## config.mk

```make
export PLATFORM = sky130hd
export DESIGN_NAME = int_halt_ctrl
export DESIGN_NICKNAME = d
export VERILOG_FILES = /design/src/rtl/ihc_pkg.sv /design/src/rtl/ihc_cfg.sv /design/src/rtl/ihc_enable.sv /design/src/rtl/ihc_arb.sv /design/src/rtl/ihc_halt.sv /design/src/rtl/ihc_dispatch.sv /design/src/rtl/int_halt_ctrl.sv
export SDC_FILE = /design/constraint.sdc
export NUM_CORES = 1
export LEC_CHECK = 0
export CORE_UTILIZATION = 56
export CTS_CLUSTER_DIAMETER = 40
export DETAILED_ROUTE_END_ITERATION = 7
export DONT_BUFFER_PORTS = 1
export PLACE_DENSITY = 0.75
export SYNTH_ARGS = -nofsm -noshare
export SYNTH_HDL_FRONTEND = slang
export SYNTH_HIERARCHICAL = 1
export SYNTH_SLANG_ARGS = --single-unit
```

## constraint.sdc

```tcl
create_clock -name clk_i -period 2.5 [get_ports clk_i]
set_input_delay 0.5 -clock clk_i [delete_from_list [all_inputs] [get_ports clk_i]]
set_output_delay 0.5 -clock clk_i [all_outputs]
set_load 0.05 [all_outputs]
```

## src/rtl/ihc_pkg.sv

```systemverilog
package ihc_pkg;
  typedef enum logic [1:0] {
    IM_0 = 2'd0,
    IM_1 = 2'd1,
    IM_2 = 2'd2
  } im_mode_e;

  typedef enum logic {
    ST_IDLE = 1'b0,
    ST_WAIT = 1'b1
  } disp_st_e;
endpackage

```

## src/rtl/ihc_cfg.sv

```systemverilog
module ihc_cfg
  import ihc_pkg::*;
#(
  parameter int I_W = 16
) (
  input  logic           clk_i,
  input  logic           rst_ni,
  input  logic           im_set_i,
  input  logic [1:0]     im_sel_i,
  input  logic           i_we_i,
  input  logic [I_W-1:0] i_data_i,
  output im_mode_e       im_o,
  output logic [I_W-1:0] i_o
);
  im_mode_e       im_q;
  logic [I_W-1:0] i_q;

  always_ff @(posedge clk_i or negedge rst_ni) begin
    if (!rst_ni) begin
      im_q <= IM_0;
      i_q  <= '0;
    end else begin
      if (im_set_i && im_sel_i != 2'd3) im_q <= im_mode_e'(im_sel_i);
      if (i_we_i) i_q <= i_data_i;
    end
  end

  assign im_o = im_q;
  assign i_o  = i_q;
endmodule

```

## src/rtl/ihc_enable.sv

```systemverilog
module ihc_enable (
  input  logic clk_i,
  input  logic rst_ni,
  input  logic ei_i,
  input  logic di_i,
  input  logic retn_i,
  input  logic take_nmi_i,
  input  logic take_irq_i,
  output logic iff1_post_o,
  output logic iff1_o,
  output logic iff2_o
);
  logic iff1_q, iff2_q;
  logic iff2_post;

  // enables as they stand once the finishing instruction's strobes apply
  always_comb begin
    if (di_i) begin
      iff1_post_o = 1'b0;
      iff2_post   = 1'b0;
    end else if (ei_i) begin
      iff1_post_o = 1'b1;
      iff2_post   = 1'b1;
    end else if (retn_i) begin
      iff1_post_o = iff2_q;
      iff2_post   = iff2_q;
    end else begin
      iff1_post_o = iff1_q;
      iff2_post   = iff2_q;
    end
  end

  always_ff @(posedge clk_i or negedge rst_ni) begin
    if (!rst_ni) begin
      iff1_q <= 1'b0;
      iff2_q <= 1'b0;
    end else if (take_nmi_i) begin
      iff1_q <= 1'b0;
      iff2_q <= iff1_post_o;
    end else if (take_irq_i) begin
      iff1_q <= 1'b0;
      iff2_q <= 1'b0;
    end else begin
      iff1_q <= iff1_post_o;
      iff2_q <= iff2_post;
    end
  end

  assign iff1_o = iff1_q;
  assign iff2_o = iff2_q;
endmodule

```

## src/rtl/ihc_arb.sv

```systemverilog
module ihc_arb (
  input  logic clk_i,
  input  logic rst_ni,
  input  logic nmi_i,
  input  logic irq_i,
  input  logic boundary_i,
  input  logic halted_i,
  input  logic busy_i,
  input  logic iff1_post_i,
  input  logic ei_i,
  output logic take_nmi_o,
  output logic take_irq_o
);
  logic nmi_q, pend_q;
  logic nmi_edge, window;

  assign nmi_edge   = nmi_i & ~nmi_q;
  assign window     = (boundary_i | halted_i) & ~busy_i;
  assign take_nmi_o = window & (pend_q | nmi_edge);
  assign take_irq_o = window & ~take_nmi_o & irq_i & iff1_post_i & ~ei_i;

  always_ff @(posedge clk_i or negedge rst_ni) begin
    if (!rst_ni) begin
      nmi_q  <= 1'b0;
      pend_q <= 1'b0;
    end else begin
      nmi_q  <= nmi_i;
      pend_q <= take_nmi_o ? 1'b0 : (pend_q | nmi_edge);
    end
  end
endmodule

```

## src/rtl/ihc_halt.sv

```systemverilog
module ihc_halt (
  input  logic clk_i,
  input  logic rst_ni,
  input  logic halt_i,
  input  logic boundary_i,
  input  logic take_i,
  input  logic wake_key_i,
  input  logic any_key_i,
  input  logic any_key_mode_i,
  output logic halted_o
);
  logic halted_q;
  logic key_wake;

  assign key_wake = wake_key_i | (any_key_i & any_key_mode_i);

  always_ff @(posedge clk_i or negedge rst_ni) begin
    if (!rst_ni)                     halted_q <= 1'b0;
    else if (take_i)                 halted_q <= 1'b0;
    else if (halted_q && key_wake)   halted_q <= 1'b0;
    else if (halt_i && boundary_i)   halted_q <= 1'b1;
  end

  assign halted_o = halted_q;
endmodule

```

## src/rtl/ihc_dispatch.sv

```systemverilog
module ihc_dispatch
  import ihc_pkg::*;
#(
  parameter int                ADDR_W   = 24,
  parameter int                I_W      = 16,
  parameter int                VEC_W    = 8,
  parameter logic [ADDR_W-1:0] NMI_ADDR = 24'h000066,
  parameter logic [ADDR_W-1:0] RST_ADDR = 24'h000038
) (
  input  logic              clk_i,
  input  logic              rst_ni,
  input  logic              take_nmi_i,
  input  logic              take_irq_i,
  input  im_mode_e          im_i,
  input  logic [I_W-1:0]    i_i,
  input  logic [VEC_W-1:0]  vec_i,
  input  logic              ptr_valid_i,
  input  logic [ADDR_W-1:0] ptr_data_i,
  output logic              dispatch_o,
  output logic [ADDR_W-1:0] dispatch_addr_o,
  output logic              tbl_req_o,
  output logic [ADDR_W-1:0] tbl_addr_o,
  output logic              busy_o
);
  localparam int TBL_W = I_W + VEC_W;
  localparam logic [VEC_W-1:0] RST_MASK = VEC_W'(8'h38);

  disp_st_e          st_q, st_d;
  logic              disp_d, tbl_d;
  logic [ADDR_W-1:0] disp_addr_d, tbl_addr_d;
  logic [ADDR_W-1:0] tbl_form, im0_form;

  always_comb begin
    tbl_form = '0;
    tbl_form[TBL_W-1:0] = {i_i, vec_i};
    im0_form = '0;
    im0_form[VEC_W-1:0] = vec_i & RST_MASK;
  end

  always_comb begin
    st_d        = st_q;
    disp_d      = 1'b0;
    disp_addr_d = '0;
    tbl_d       = 1'b0;
    tbl_addr_d  = '0;
    unique case (st_q)
      ST_IDLE: begin
        if (take_nmi_i) begin
          disp_d      = 1'b1;
          disp_addr_d = NMI_ADDR;
        end else if (take_irq_i) begin
          unique case (im_i)
            IM_2: begin
              tbl_d      = 1'b1;
              tbl_addr_d = tbl_form;
              st_d       = ST_WAIT;
            end
            IM_1: begin
              disp_d      = 1'b1;
              disp_addr_d = RST_ADDR;
            end
            default: begin
              disp_d      = 1'b1;
              disp_addr_d = im0_form;
            end
          endcase
        end
      end
      ST_WAIT: begin
        if (ptr_valid_i) begin
          disp_d      = 1'b1;
          disp_addr_d = ptr_data_i;
          st_d        = ST_IDLE;
        end
      end
      default: st_d = ST_IDLE;
    endcase
  end

  always_ff @(posedge clk_i or negedge rst_ni) begin
    if (!rst_ni) begin
      st_q            <= ST_IDLE;
      dispatch_o      <= 1'b0;
      dispatch_addr_o <= '0;
      tbl_req_o       <= 1'b0;
      tbl_addr_o      <= '0;
    end else begin
      st_q            <= st_d;
      dispatch_o      <= disp_d;
      dispatch_addr_o <= disp_addr_d;
      tbl_req_o       <= tbl_d;
      tbl_addr_o      <= tbl_addr_d;
    end
  end

  assign busy_o = (st_q == ST_WAIT);
endmodule

```

## src/rtl/int_halt_ctrl.sv

```systemverilog
module int_halt_ctrl
  import ihc_pkg::*;
#(
  parameter int                ADDR_W   = 24,
  parameter int                I_W      = 16,
  parameter int                VEC_W    = 8,
  parameter logic [ADDR_W-1:0] NMI_ADDR = 24'h000066,
  parameter logic [ADDR_W-1:0] RST_ADDR = 24'h000038
) (
  input  logic              clk_i,
  input  logic              rst_ni,
  input  logic              boundary_i,
  input  logic              irq_i,
  input  logic              nmi_i,
  input  logic              wake_key_i,
  input  logic              any_key_i,
  input  logic              any_key_mode_i,
  input  logic              ei_i,
  input  logic              di_i,
  input  logic              retn_i,
  input  logic              halt_i,
  input  logic              im_set_i,
  input  logic [1:0]        im_sel_i,
  input  logic              i_we_i,
  input  logic [I_W-1:0]    i_data_i,
  input  logic [VEC_W-1:0]  vec_i,
  input  logic              ptr_valid_i,
  input  logic [ADDR_W-1:0] ptr_data_i,
  output logic              dispatch_o,
  output logic [ADDR_W-1:0] dispatch_addr_o,
  output logic              tbl_req_o,
  output logic [ADDR_W-1:0] tbl_addr_o,
  output logic              busy_o,
  output logic              iff1_o,
  output logic              iff2_o,
  output logic [1:0]        im_o,
  output logic              halted_o
);
  im_mode_e       im_w;
  logic [I_W-1:0] i_w;
  logic           iff1_post, take_nmi, take_irq;

  ihc_cfg #(.I_W(I_W)) u_cfg (
    .clk_i    (clk_i),
    .rst_ni   (rst_ni),
    .im_set_i (im_set_i),
    .im_sel_i (im_sel_i),
    .i_we_i   (i_we_i),
    .i_data_i (i_data_i),
    .im_o     (im_w),
    .i_o      (i_w)
  );

  ihc_enable u_enable (
    .clk_i       (clk_i),
    .rst_ni      (rst_ni),
    .ei_i        (ei_i),
    .di_i        (di_i),
    .retn_i      (retn_i),
    .take_nmi_i  (take_nmi),
    .take_irq_i  (take_irq),
    .iff1_post_o (iff1_post),
    .iff1_o      (iff1_o),
    .iff2_o      (iff2_o)
  );

  ihc_arb u_arb (
    .clk_i       (clk_i),
    .rst_ni      (rst_ni),
    .nmi_i       (nmi_i),
    .irq_i       (irq_i),
    .boundary_i  (boundary_i),
    .halted_i    (halted_o),
    .busy_i      (busy_o),
    .iff1_post_i (iff1_post),
    .ei_i        (ei_i),
    .take_nmi_o  (take_nmi),
    .take_irq_o  (take_irq)
  );

  ihc_halt u_halt (
    .clk_i          (clk_i),
    .rst_ni         (rst_ni),
    .halt_i         (halt_i),
    .boundary_i     (boundary_i),
    .take_i         (take_nmi | take_irq),
    .wake_key_i     (wake_key_i),
    .any_key_i      (any_key_i),
    .any_key_mode_i (any_key_mode_i),
    .halted_o       (halted_o)
  );

  ihc_dispatch #(
    .ADDR_W   (ADDR_W),
    .I_W      (I_W),
    .VEC_W    (VEC_W),
    .NMI_ADDR (NMI_ADDR),
    .RST_ADDR (RST_ADDR)
  ) u_dispatch (
    .clk_i           (clk_i),
    .rst_ni          (rst_ni),
    .take_nmi_i      (take_nmi),
    .take_irq_i      (take_irq),
    .im_i            (im_w),
    .i_i             (i_w),
    .vec_i           (vec_i),
    .ptr_valid_i     (ptr_valid_i),
    .ptr_data_i      (ptr_data_i),
    .dispatch_o      (dispatch_o),
    .dispatch_addr_o (dispatch_addr_o),
    .tbl_req_o       (tbl_req_o),
    .tbl_addr_o      (tbl_addr_o),
    .busy_o          (busy_o)
  );

  assign im_o = im_w;
endmodule

```

### Word-level counts from Yosys, hierarchy flattened

Index checks and enable logic that the tools add are counted.
Widths: inputs -> output; s select.

| word-level totals | value |
|---|---|
| flip-flop bits (word level) | 74 |
| bits of input ports | 65 |
| word-level logic and storage cells | 69 |
| output and inout port bits | 56 |

| operators by class | value |
|---|---|
| bitwise logic cells | 16 |
| reduce and logical (&&, ||, !) cells | 5 |
| equal/unequal tests | 3 |
| muxes and demuxes | 33 |

Operators with widths:

| kind | count |
|---|---|
| $mux 24 | 7 |
| $pmux 24 s2 | 1 |
| $mux 1 | 22 |
| $pmux 6 s2 | 1 |
| $and 1x1->1 | 8 |
| $not 1->1 | 4 |
| $or 1x1->1 | 4 |
| $pmux 1 s2 | 2 |
| $reduce_bool 4->1 | 1 |
| $logic_and 1x1->1 | 3 |
| $reduce_bool 3->1 | 1 |
| $eq 2x1->1 const B | 1 |
| $eq 2x2->1 const B | 1 |
| $ne 2x2->1 const B | 1 |

### Logic depth before layout (Yosys ltp)

Gate-level depths: netlist of run 1.

| logic depth | value |
|---|---|
| depth in word-level cells | 12 |
| depth in mapped cells | 8 |
| depth with buffers taken out | 7 |

### Hierarchy

Netlist of run 1, hierarchy kept.

Modules (own cells, without submodules):

| module | area an instance (um2) | seq. area each (um2) | cells an instance | instances |
|---|---|---|---|---|
| ihc_dispatch | 1840.5 | 1276.2 | 125 | 1 |
| ihc_cfg | 728.2 | 450.4 | 41 | 1 |
| ihc_arb | 135.1 | 50.0 | 9 | 1 |
| ihc_enable | 112.6 | 50.0 | 11 | 1 |
| ihc_halt | 53.8 | 25.0 | 5 | 1 |
| int_halt_ctrl | 6.3 | 0.0 | 1 | 1 |

### Worst setup path after synthesis of run 1

No wires, ideal clock.

| timing path | value |
|---|---|
| path kind | register to register |
| start point | reg u_enable.iff1_q (netlist: u_enable/iff1_o) |
| end point | reg u_dispatch.tbl_addr_o[0] |
| cell stages (with the launch flop) | 9 |
| arrival | 2.064 ns |
| period minus slack after synthesis | 2.127 ns |
| setup slack | 0.373 ns |
| cell sequence | dfrtp_1 > nor2b_1 > a211oi_1 > nor2_1 > nand3b_4 > nor4b_4 > and4bb_1 > buf_6 > and2_4 |

| between the ends | value |
|---|---|
| longest elaborated chain between the ends | 8 |

Ends and longest elaborated chain:

| element | line | text |
|---|---|---|
| start, declared | ihc_enable.sv:13 | `logic iff1_q, iff2_q;` |
| start signal, assigned | ihc_enable.sv:44 | `iff1_q <= iff1_post_o;` |
| $mux 1 | ihc_enable.sv:24 | `end else if (retn_i) begin` |
| $mux 1 | ihc_enable.sv:21 | `end else if (ei_i) begin` |
| $mux 1 | ihc_enable.sv:18 | `if (di_i) begin` |
| net iff1_post | int_halt_ctrl.sv:41 | `logic iff1_post, take_nmi, take_irq;` |
| $and 1x1->1 (2 in a row) | ihc_arb.sv:20 | `assign take_irq_o = window & ~take_nmi_o & irq_i & iff1_post_i & ~ei_i;` |
| net take_irq | int_halt_ctrl.sv:41 |  |
| $mux 24 | ihc_dispatch.sv:51 | `end else if (take_irq_i) begin` |
| $mux 24 | ihc_dispatch.sv:48 | `if (take_nmi_i) begin` |
| $mux 24 | ihc_dispatch.sv:46 | `unique case (st_q)` |
| net u_dispatch.tbl_addr_d[0] | ihc_dispatch.sv:30 | `logic [ADDR_W-1:0] disp_addr_d, tbl_addr_d;` |
| end signal, assigned | ihc_dispatch.sv:92 | `tbl_addr_o <= tbl_addr_d;` |
| end, declared | ihc_dispatch.sv:22 | `output logic [ADDR_W-1:0] tbl_addr_o,` |

The timed path passes the listed nets, and every way through them passes these cells.
A chain may end at the register's enable or synchronous reset.

### Final worst setup path of run 1

| timing path | value |
|---|---|
| start point | reg u_enable.iff1_q (netlist: u_enable/iff1_o) |
| end point | reg u_dispatch.tbl_addr_o[5] |

The elaborated chain is that of the path after synthesis.

==> flow_metrics.env, run 1 <==
export IMPL_cts_setup_buffers=0
export IMPL_die_w_um=73.7
export IMPL_setup_viol_count_final=0
export IMPL_vias_per_cell=5.46
export IMPL_drt_total_wl_um=4870
export IMPL_cp_max_fo=7
export IMPL_synth_area_leaders="dfrtp_1 64%, and2_4 6.1%, mux2_4 5.2%, and3_1 4.8%, mux2_2 3.5%"
export IMPL_syn_inst=192
export IMPL_drive_gt1_frac=0.324
export IMPL_nNetsFinal=270
export IMPL_syn_to_final_growth_pct=9.53
export IMPL_finalCritPeriodShare=0.801
export IMPL_dp_cells=257
export IMPL_grt_pass1_vias=1624
export IMPL_finalHoldViolCount=0
export IMPL_start_util=0.597
export IMPL_tns_ns=0
export IMPL_dr_pass1_iters=4
export IMPL_drc_errors=0
export IMPL_layout_area_seq_sq_mm=0.00185
export IMPL_place_ws_ns=0.371
export IMPL_drv_cap=0
export IMPL_synthesis_area_sq_mm=0.00288
export IMPL_fin_cells=274
export IMPL_nFillCells=371
export IMPL_start_kind="flip-flop"
export IMPL_pwr_share_clk=0.358
export IMPL_synth_seq_cells=74
export IMPL_path_clk_slew_ns=0.07
export IMPL_hpwl_um=3510
export IMPL_holdCritPathClass="in -> async"
export IMPL_p_sw_uw=570
export IMPL_synth_top_area_frac=0.644
export IMPL_synth_seq_area_share=0.644
export IMPL_swShare=0.241
export IMPL_fmax_mhz=500
export IMPL_grt_max_degree=75
export IMPL_ant_nets=0
export IMPL_ioPinCount=121
export IMPL_combPwrFrac=0.077
export IMPL_cell_internal_pwr_uw=1790
export IMPL_required_ns=2.77
export IMPL_ir_drop_v=0.000370
export IMPL_cp_data_arrival_time_ns=2.27
export IMPL_first_iter_violations=29
export IMPL_finalClockSkew_ns=0.00411
export IMPL_portBuffers=0
export IMPL_dieHeight_um=73.7
export IMPL_grt_overflow=0
export IMPL_gp_congestion=0.707
export IMPL_cts_sinks=74
export IMPL_coreArea_sq_mm=0.00482
export IMPL_vias=1496
export IMPL_synth_fp_nets=260
export IMPL_end_kind="flip-flop"
export IMPL_status="complete, no violations"
export IMPL_rows=25
export IMPL_die_area_sq_mm=0.00543
export IMPL_period_needed_ns=2.00
export IMPL_syn_area_per_cell_sq_um=15.0
export IMPL_clk_path_buf_depth=2
export IMPL_clk_latency_ns=0.33
export IMPL_track_usage=0.195
export IMPL_grt_pass1_wl_um=7490
export IMPL_slew_headroom=0.600
export IMPL_yosysUniqueCellTypes=34
export IMPL_htree_levels=3
export IMPL_tightest_slew_ns=0.599
export IMPL_cts_root_buffer="clkbuf_8"
export IMPL_routedWlPerCell_um=17.8
export IMPL_multi_input_area_sq_um=933
export IMPL_layout_setup_ws_ns=0.498
export IMPL_worst_setup_path_type="reg -> reg"
export IMPL_finalMaxSlewViolations=0
export IMPL_synth_largest_area_cell="dfrtp_1"
export IMPL_synth_warnings=6
export IMPL_grt_antenna_before_repair=0
export IMPL_p_per_area_mw_per_mm2=750
export IMPL_cts_tree="done"
export IMPL_cts_made_buffers=9
export IMPL_antenna_cells=0
export IMPL_leakage_uw=0.00168
export IMPL_rsz0062_at_grt="false"
export IMPL_seq_power_share=0.565
[final cells by class]
class / instances / share of cell area
clock inverter: 5 / 0.0175
clock buffer: 11 / 0.0417
sequential: 74 / 0.588
tap: 67 / 0.0266
timing repair buffer: 7 / 0.0230
multi-input combinational: 104 / 0.296
inverter: 6 / 0.00715
[metal layers]
metal / GRT usage / up-vias / wire length [um]
met4: 0.0684 / 0 / 80
met2: 0.339 / 79 / 2610
li1: - / 667 / -
met5: 0 / - / 0
met3: 0.115 / 9 / 469
met1: 0.189 / 741 / 1710
[cell families after synthesis]
family	share of synthesized area
buffers and inverters	0.0318
AO/OA/AOI/OAI	0.0505
AND/OR/NAND/NOR	0.170
flip-flops	0.644
adder cells (fa/ha/maj)	0.0131
multiplexers	0.0909
[cell usage after synthesis (all sizes together)]
master  number
and3        22
ha           3
nor2b        4
dfrtp       74
nor4         1
o21bai       1
inv          6
buf          4
nand2b       4
o21a         1
a21boi       1
mux2i        1
a211o        1
a211oi       1
a21oi        5
nor3b        1
mux2        19
and2b        1
a221oi       1
and2        23
or2          1
nand3b       2
and4bb       1
nor4b        1
a21o         4
nand2        1
a22o         2
nor2         2
clkbuf       4
[what timing repair did]
item,in CTS,in global routing
resized for setup,0,0
setup endpoints to repair,0,0
hold buffers,1,0
hold endpoints to repair,74,0
[metrics by stage]
stage | power [uW] | cell area (sq um) | hold WS [ns] | utilization
2_1_floorplan | 1490 | 2880 | 0.204 | -
3_3_place_gp | 1510 | 2940 | 0.206 | 0.610
3_5_place_dp | 1510 | 2940 | 0.206 | 0.610
4_1_cts | 2400 | 3150 | 0.0451 | 0.654
5_1_grt | 2480 | 3150 | 0.0434 | 0.654
6_report | 2360 | 3150 | 0.0438 | 0.654
[placed cells by master (no fill, tap or decap), types with 2 or more instances in the layout]
cell type,n
dfrtp_1,74
and3_1,22
and2_4,20
mux2_4,10
clkbuf_8,9
mux2_2,9
buf_4,6
inv_1,6
nand2b_1,4
nor2b_1,4
a21o_1,4
a21oi_1,3
and2_1,3
ha_1,3
clkinvlp_4,2
clkinv_2,2
clkbuf_1,2
a22o_1,2
nor2_1,2
a21oi_2,2
[state kept, by name, summed over array words and instances (netlist names)]
signal                      cells
u_dispatch/tbl_req_o            1
u_enable/iff2_o                 1
u_halt/halted_o                 1
u_cfg/i_o                      16
u_arb/nmi_q                     1
u_dispatch/tbl_addr_o          24
u_dispatch/dispatch_addr_o     24
u_dispatch/dispatch_o           1
u_dispatch/busy_o               1
u_cfg/im_o                      2
u_enable/iff1_o                 1
u_arb/pend_q                    1
[power groups by stage]
stage | registers (uW) | logic, uW | clock network [uW]
3_3_place_gp | 1360 | 150 | 0
6_report | 1340 | 182 | 847
4_1_cts | 1340 | 185 | 877
2_1_floorplan | 1370 | 122 | 0
3_5_place_dp | 1360 | 156 | 0
5_1_grt | 1340 | 200 | 941
[critical path: stages, from the launching register on]
cell and delay [ns]:
dfrtp_1 0.36, nor2b_1 0.14, a211oi_1 0.07, nor2_1 0.18, nand3b_4 0.10, nor4b_4 0.41
nor3b_2 0.44, and3_1 0.22
[final timing paths]
path	depth (start not counted)	end	slack, ns	start
max	7	u_dispatch/tbl_addr_o[5]$_DFF_PN0_	0.50	u_enable/iff1_o$_DFF_PN0_
min	1	u_cfg/i_o[5]$_DFFE_PN0P_	0.04	rst_ni
max reg2reg	7	u_dispatch/tbl_addr_o[5]$_DFF_PN0_	0.50	u_enable/iff1_o$_DFF_PN0_
min reg2reg	1	u_dispatch/tbl_addr_o[19]$_DFF_PN0_	0.50	u_cfg/i_o[11]$_DFFE_PN0P_
max in group asynchronous	1	u_dispatch/tbl_addr_o[5]$_DFF_PN0_	2.18	rst_ni
min in group clk_i	0	u_arb/nmi_q$_DFF_PN0_	0.19	nmi_i
Power figures use the tool's default switching activity.
==> run 2: changes to the inputs <==
--- a/config.mk
+++ b/config.mk
@@ -9,7 +9,7 @@
 export CTS_CLUSTER_DIAMETER = 40
 export DETAILED_ROUTE_END_ITERATION = 7
 export DONT_BUFFER_PORTS = 1
-export PLACE_DENSITY = 0.75
+export PLACE_DENSITY = 0.78
 export SYNTH_ARGS = -nofsm -noshare
 export SYNTH_HDL_FRONTEND = slang
 export SYNTH_HIERARCHICAL = 1
==> constraint.sdc (replaced) <==
create_clock -name clk_i -period 1.6 [get_ports clk_i]
set_input_delay 0.32 -clock clk_i [delete_from_list [all_inputs] [get_ports clk_i]]
set_output_delay 0.32 -clock clk_i [all_outputs]
set_load 0.05 [all_outputs]
==> flow_metrics.env, run 2 (synthesized netlist as in run 1, its figures left out) <==
export IMPL_vias_per_cell=5.29
export IMPL_start_util=0.597
export IMPL_fin_cells=282
export IMPL_track_usage=0.203
export IMPL_required_ns=1.86
export IMPL_final_cell_mix="70 x dfrtp_1, 21 x and3_1, 20 x and2_4"
export IMPL_layout_setup_ws_ns=-0.159
export IMPL_layout_area_seq_sq_mm=0.00186
export IMPL_cp_data_arrival_time_ns=2.02
export IMPL_dp_cells=261
export IMPL_drc_errors=0
export IMPL_drv_cap=0
export IMPL_drive_gt1_frac=0.414
export IMPL_cp_max_fo=7
export IMPL_cts_root_buffer="clkbuf_8"
export IMPL_grt_pass1_vias=1575
export IMPL_cp_cell_sequence="nor2b_4, a211oi_2, nor2_2, nand3b_4, nor4b_4, buf_4, nor3b_4, buf_6, and3_4"
export IMPL_period_needed_ns=1.76
export IMPL_crit_buf_inv=2
export IMPL_slowest_stage="dfrtp_2"
export IMPL_holdWs_ns=-0.311
export IMPL_cp_slowest_stage_delay_ns=0.37
export IMPL_vias=1491
export IMPL_post_route_util=0.688
export IMPL_nNetsFinal=278
export IMPL_antenna_cells=0
export IMPL_clk_path_buf_depth=2
export IMPL_setup_viol_count_final=30
export IMPL_grt_overflow=0
export IMPL_status="finished, violations left"
export IMPL_finalMaxSlewViolations=0
export IMPL_cts_sinks=74
export IMPL_ir_drop_v=0.000629
export IMPL_finalClockSkew_ns=0.00725
export IMPL_first_iter_violations=70
export IMPL_gp_congestion=0.746
export IMPL_nFillCells=327
export IMPL_dieHeight_um=73.7
export IMPL_fmax_mhz=568
export IMPL_cts_tree="done"
export IMPL_ant_nets=0
export IMPL_violations="hold timing, setup timing"
export IMPL_place_area_sq_mm=0.00299
export IMPL_rows=25
export IMPL_tns_ns=-3.71
export IMPL_holdCritPathClass="in -> async"
export IMPL_grt_max_degree=75
export IMPL_portBuffers=0
export IMPL_dr_pass1_iters=4
export IMPL_finalHoldViolCount=74
export IMPL_multi_input_area_sq_um=993
export IMPL_grt_pass1_wl_um=7870
export IMPL_end_kind="flip-flop"
export IMPL_r2r_start="u_enable/iff1_o$_DFF_PN0_"
export IMPL_syn_to_final_growth_pct=15.2
export IMPL_die_w_um=73.7
export IMPL_startpoint="u_enable/iff1_o$_DFF_PN0_"
export IMPL_rsz0062_at_grt="true"
export IMPL_finalCritPeriodShare=1.10
export IMPL_mostFrequentLayoutCell="dfrtp_1"
export IMPL_htree_levels=3
export IMPL_drt_total_wl_um=5200
export IMPL_ioPinCount=121
export IMPL_routedWlPerCell_um=18.5
export IMPL_start_kind="flip-flop"
export IMPL_path_clk_slew_ns=0.07
export IMPL_hpwl_um=3590
export IMPL_leakage_uw=0.00173
export IMPL_cp_top_family="simple AND/OR/NAND/NOR gates"
export IMPL_coreArea_sq_mm=0.00482
export IMPL_cts_made_buffers=9
export IMPL_die_area_sq_mm=0.00543
export IMPL_grt_antenna_before_repair=0
export IMPL_tightest_slew_ns=0.477
export IMPL_worst_setup_path_type="reg -> reg"
export IMPL_p_per_area_mw_per_mm2=1150
export IMPL_final_design_area_no_fill_sq_mm=0.00331
export IMPL_clk_latency_ns=0.32
export IMPL_slew_headroom=0.682
## run 2: changes by cell type in the layout (fill, tap and decap cells not counted), moves of 2 or more
cell,before,now
a21oi_1,3,1
a21oi_2,2,4
buf_4,6,11
buf_6,0,2
clkbuf_8,9,11
clkinvlp_4,2,0
dfrtp_1,74,70
dfrtp_2,0,4
## run 2: final cells by class
class	count	share of cell area
clock buffer	12	0.0468
clock inverter	4	0.0147
inverter	6	0.00680
multi-input combinational	104	0.300
sequential	74	0.560
tap	67	0.0253
timing repair buffer	15	0.0461
## run 2: repair_timing
action,4_1_cts,5_1_grt
pin swaps,7,9
endpoints found under the setup margin,32,33
hold endpoints to repair,74,74
setup buffers,3,1
gates resized for setup,9,6
gates cloned,1,0
## run 2: metrics by stage
| step | setup WS [ns] | power [uW] |
|---|---|---|
| after floorplan | -0.380 | 2330 |
| after global placement | -0.101 | 2370 |
| after detailed placement | -0.168 | 2380 |
| after CTS | -0.159 | 3840 |
| after global routing | -0.232 | 3970 |
| final | -0.159 | 3820 |
## run 2: worst paths after layout
kind                                                       end  slack [ns]  cells after the start
min                         u_dispatch/tbl_addr_o[7]$_DFF_PN0_       -0.31                      0
min reg2reg                u_dispatch/tbl_addr_o[22]$_DFF_PN0_        0.50                      1
max in group asynchronous          u_enable/iff2_o$_DFFE_PN0P_        1.80                      0
max                         u_dispatch/tbl_addr_o[4]$_DFF_PN0_       -0.16                      9
min in group clk_i                       u_arb/nmi_q$_DFF_PN0_        0.03                      0
max reg2reg                 u_dispatch/tbl_addr_o[4]$_DFF_PN0_       -0.16                      9
## run 2: where the power goes
part	internal [uW]	switching, uW	total [uW]
clock network	807	629	1440
registers	1950	119	2070
logic	165	148	313
## run 2: worst register-to-register path, cell delays in order (launching register included)
cell	delay (ns)
dfrtp_2	0.37
nor2b_4	0.14
a211oi_2	0.05
nor2_2	0.14
nand3b_4	0.10
nor4b_4	0.28
buf_4	0.16
nor3b_4	0.18
buf_6	0.14
and3_4	0.16
## run 2: routing by layer
metal | up-vias | GRT usage | part of all wire
li1 | 682 | - | -
met1 | 743 | 0.235 | 0.37
met2 | 64 | 0.350 | 0.56
met3 | 2 | 0.0617 | 0.069
met4 | 0 | 0.0833 | 0.0048
met5 | - | 0 | 0
==> run 3: changes to the inputs <==
--- a/config.mk
+++ b/config.mk
@@ -5,11 +5,13 @@
 export SDC_FILE = /design/constraint.sdc
 export NUM_CORES = 1
 export LEC_CHECK = 0
+export CORE_ASPECT_RATIO = 0.8
 export CORE_UTILIZATION = 56
 export CTS_CLUSTER_DIAMETER = 40
 export DETAILED_ROUTE_END_ITERATION = 7
 export DONT_BUFFER_PORTS = 1
 export PLACE_DENSITY = 0.78
+export SLEW_MARGIN = 20
 export SYNTH_ARGS = -nofsm -noshare
 export SYNTH_HDL_FRONTEND = slang
 export SYNTH_HIERARCHICAL = 1
==> flow_metrics.env, run 3 (synthesized netlist as in run 1, its figures left out) <==
export IMPL_status="finished, violations left"
export IMPL_violations="hold timing, setup timing"
export IMPL_cpMostUsedCell="buf_4"
export IMPL_drt_total_wl_um=5480
export IMPL_ioPinCount=121
export IMPL_path_clk_slew_ns=0.07
export IMPL_finalMaxSlewViolations=0
export IMPL_track_usage=0.228
export IMPL_fin_cells=277
export IMPL_finalCritPeriodShare=1.09
export IMPL_layout_setup_ws_ns=-0.140
export IMPL_ant_nets=0
export IMPL_cp_slowest_stage_delay_ns=0.37
export IMPL_setup_viol_count_final=32
export IMPL_grt_pass1_wl_um=8630
export IMPL_crit_buf_inv=2
export IMPL_cp_data_arrival_time_ns=2.01
export IMPL_worst_setup_path_type="reg -> reg"
export IMPL_cp_max_fo=7
export IMPL_start_util=0.604
export IMPL_rows=22
export IMPL_required_ns=1.87
export IMPL_coreArea_sq_mm=0.00476
export IMPL_antenna_cells=0
export IMPL_clk_latency_ns=0.33
export IMPL_die_w_um=82.1
export IMPL_portBuffers=0
export IMPL_grt_pass1_vias=1616
export IMPL_hpwl_um=3710
export IMPL_finalClockSkew_ns=0.00509
export IMPL_vias=1515
export IMPL_period_needed_ns=1.74
export IMPL_holdWs_ns=-0.321
export IMPL_power_uw=3730
export IMPL_cp_top_family="simple AND/OR/NAND/NOR gates"
export IMPL_cts_made_buffers=9
export IMPL_finalHoldViolCount=74
export IMPL_drv_cap=0
export IMPL_die_area_sq_mm=0.00543
export IMPL_dieHeight_um=66.1
export IMPL_dr_pass1_iters=4
export IMPL_grt_max_degree=75
export IMPL_end_kind="flip-flop"
export IMPL_hold_buffers=1
export IMPL_grt_overflow=0
export IMPL_cp_cell_sequence="nor2b_4, a211oi_4, nor2_2, nand3b_4, nor4b_4, buf_4, nor3b_2, buf_4, and3_1"
export IMPL_final_cell_mix="70 x dfrtp_1, 22 x and3_1, 20 x and2_4"
export IMPL_ir_drop_v=0.000822
export IMPL_slowest_stage="dfrtp_2"
export IMPL_post_route_util=0.697
export IMPL_drive_gt1_frac=0.415
export IMPL_leakage_uw=0.00174
export IMPL_holdCritPathClass="in -> async"
export IMPL_routedWlPerCell_um=19.8
export IMPL_nFillCells=313
export IMPL_dp_cells=254
export IMPL_p_per_area_mw_per_mm2=1120
export IMPL_clk_path_buf_depth=2
export IMPL_first_iter_violations=65
export IMPL_cts_root_buffer="clkbuf_8"
export IMPL_gp_congestion=0.692
export IMPL_slew_headroom=0.686
export IMPL_start_kind="flip-flop"
export IMPL_nNetsFinal=281
export IMPL_tightest_slew_ns=0.471
export IMPL_drc_errors=0
export IMPL_htree_levels=3
export IMPL_cts_sinks=74
export IMPL_vias_per_cell=5.47
export IMPL_cts_tree="done"
export IMPL_mostFrequentLayoutCell="dfrtp_1"
export IMPL_fmax_mhz=575
export IMPL_rsz0062_at_grt="true"
export IMPL_grt_antenna_before_repair=0
export IMPL_syn_to_final_growth_pct=15.4
-- run 3: through the flow --
step | setup slack, ns | TNS [ns] | hold WS [ns] | area (sq um)
2_1_floorplan | -0.380 | -10.33 | 0.0244 | 2890
3_3_place_gp | -0.121 | -2.37 | 0.0259 | 2980
3_5_place_dp | -0.206 | -4.93 | 0.0258 | 2980
4_1_cts | -0.170 | -4.38 | -0.339 | 3250
5_1_grt | -0.221 | -5.90 | -0.356 | 3320
6_report | -0.140 | -3.75 | -0.321 | 3320
-- run 3: final timing paths --
kind                                           startpoint                             endpoint  slack (ns)  cells past startpoint
worst max-delay path            u_enable/iff1_o$_DFF_PN0_   u_dispatch/tbl_addr_o[3]$_DFF_PN0_       -0.14                      9
worst min-delay path                               rst_ni             u_cfg/i_o[3]$_DFFE_PN0P_       -0.32                      0
worst max register to register  u_enable/iff1_o$_DFF_PN0_   u_dispatch/tbl_addr_o[3]$_DFF_PN0_       -0.14                      9
worst min register to register   u_cfg/i_o[4]$_DFFE_PN0P_  u_dispatch/tbl_addr_o[12]$_DFF_PN0_        0.50                      1
max in group asynchronous                          rst_ni            u_enable/iff1_o$_DFF_PN0_        1.81                      0
min in group clk_i                                   di_i          u_enable/iff2_o$_DFFE_PN0P_        0.03                      1
-- run 3: worst register-to-register path, cell delays in order (launching register included) --
cell and delay, ns:
dfrtp_2 0.37, nor2b_4 0.16, a211oi_4 0.05, nor2_2 0.14, nand3b_4 0.10, nor4b_4 0.24, buf_4 0.16, nor3b_2 0.15
buf_4 0.15, and3_1 0.16
-- run 3: what timing repair did --
action / 4_1_cts / 5_1_grt
setup buffers: 4 / 2
pin swaps: 7 / 7
resized for setup: 8 / 10
setup endpoints to repair: 32 / 33
hold endpoints to repair: 75 / 74
gates cloned: 1 / 0
-- run 3: cell type report --
type,count,area (sq um),area share
repair buffers,18,185,0.0558
multi-input cells,104,997,0.300
flip-flops and latches,74,1860,0.559
well taps,60,75.1,0.0226
clock inverters,5,56.3,0.0170
clock buffers,10,128,0.0384
inverters,6,22.5,0.00678
-- run 3: per-layer routing --
| metal | vias to the layer above | share of wire | track usage |
|---|---|---|---|
| met5 | - | 0 | 0 |
| met1 | 741 | 0.36 | 0.244 |
| met3 | 10 | 0.089 | 0.114 |
| li1 | 688 | - | - |
| met2 | 76 | 0.53 | 0.388 |
| met4 | 0 | 0.020 | 0.0724 |
-- run 3: where the power goes --
part	switching (uW)	internal, uW	total, uW
clock network	633	709	1340
registers	118	1950	2070
logic	152	169	321
total	903	2830	3730
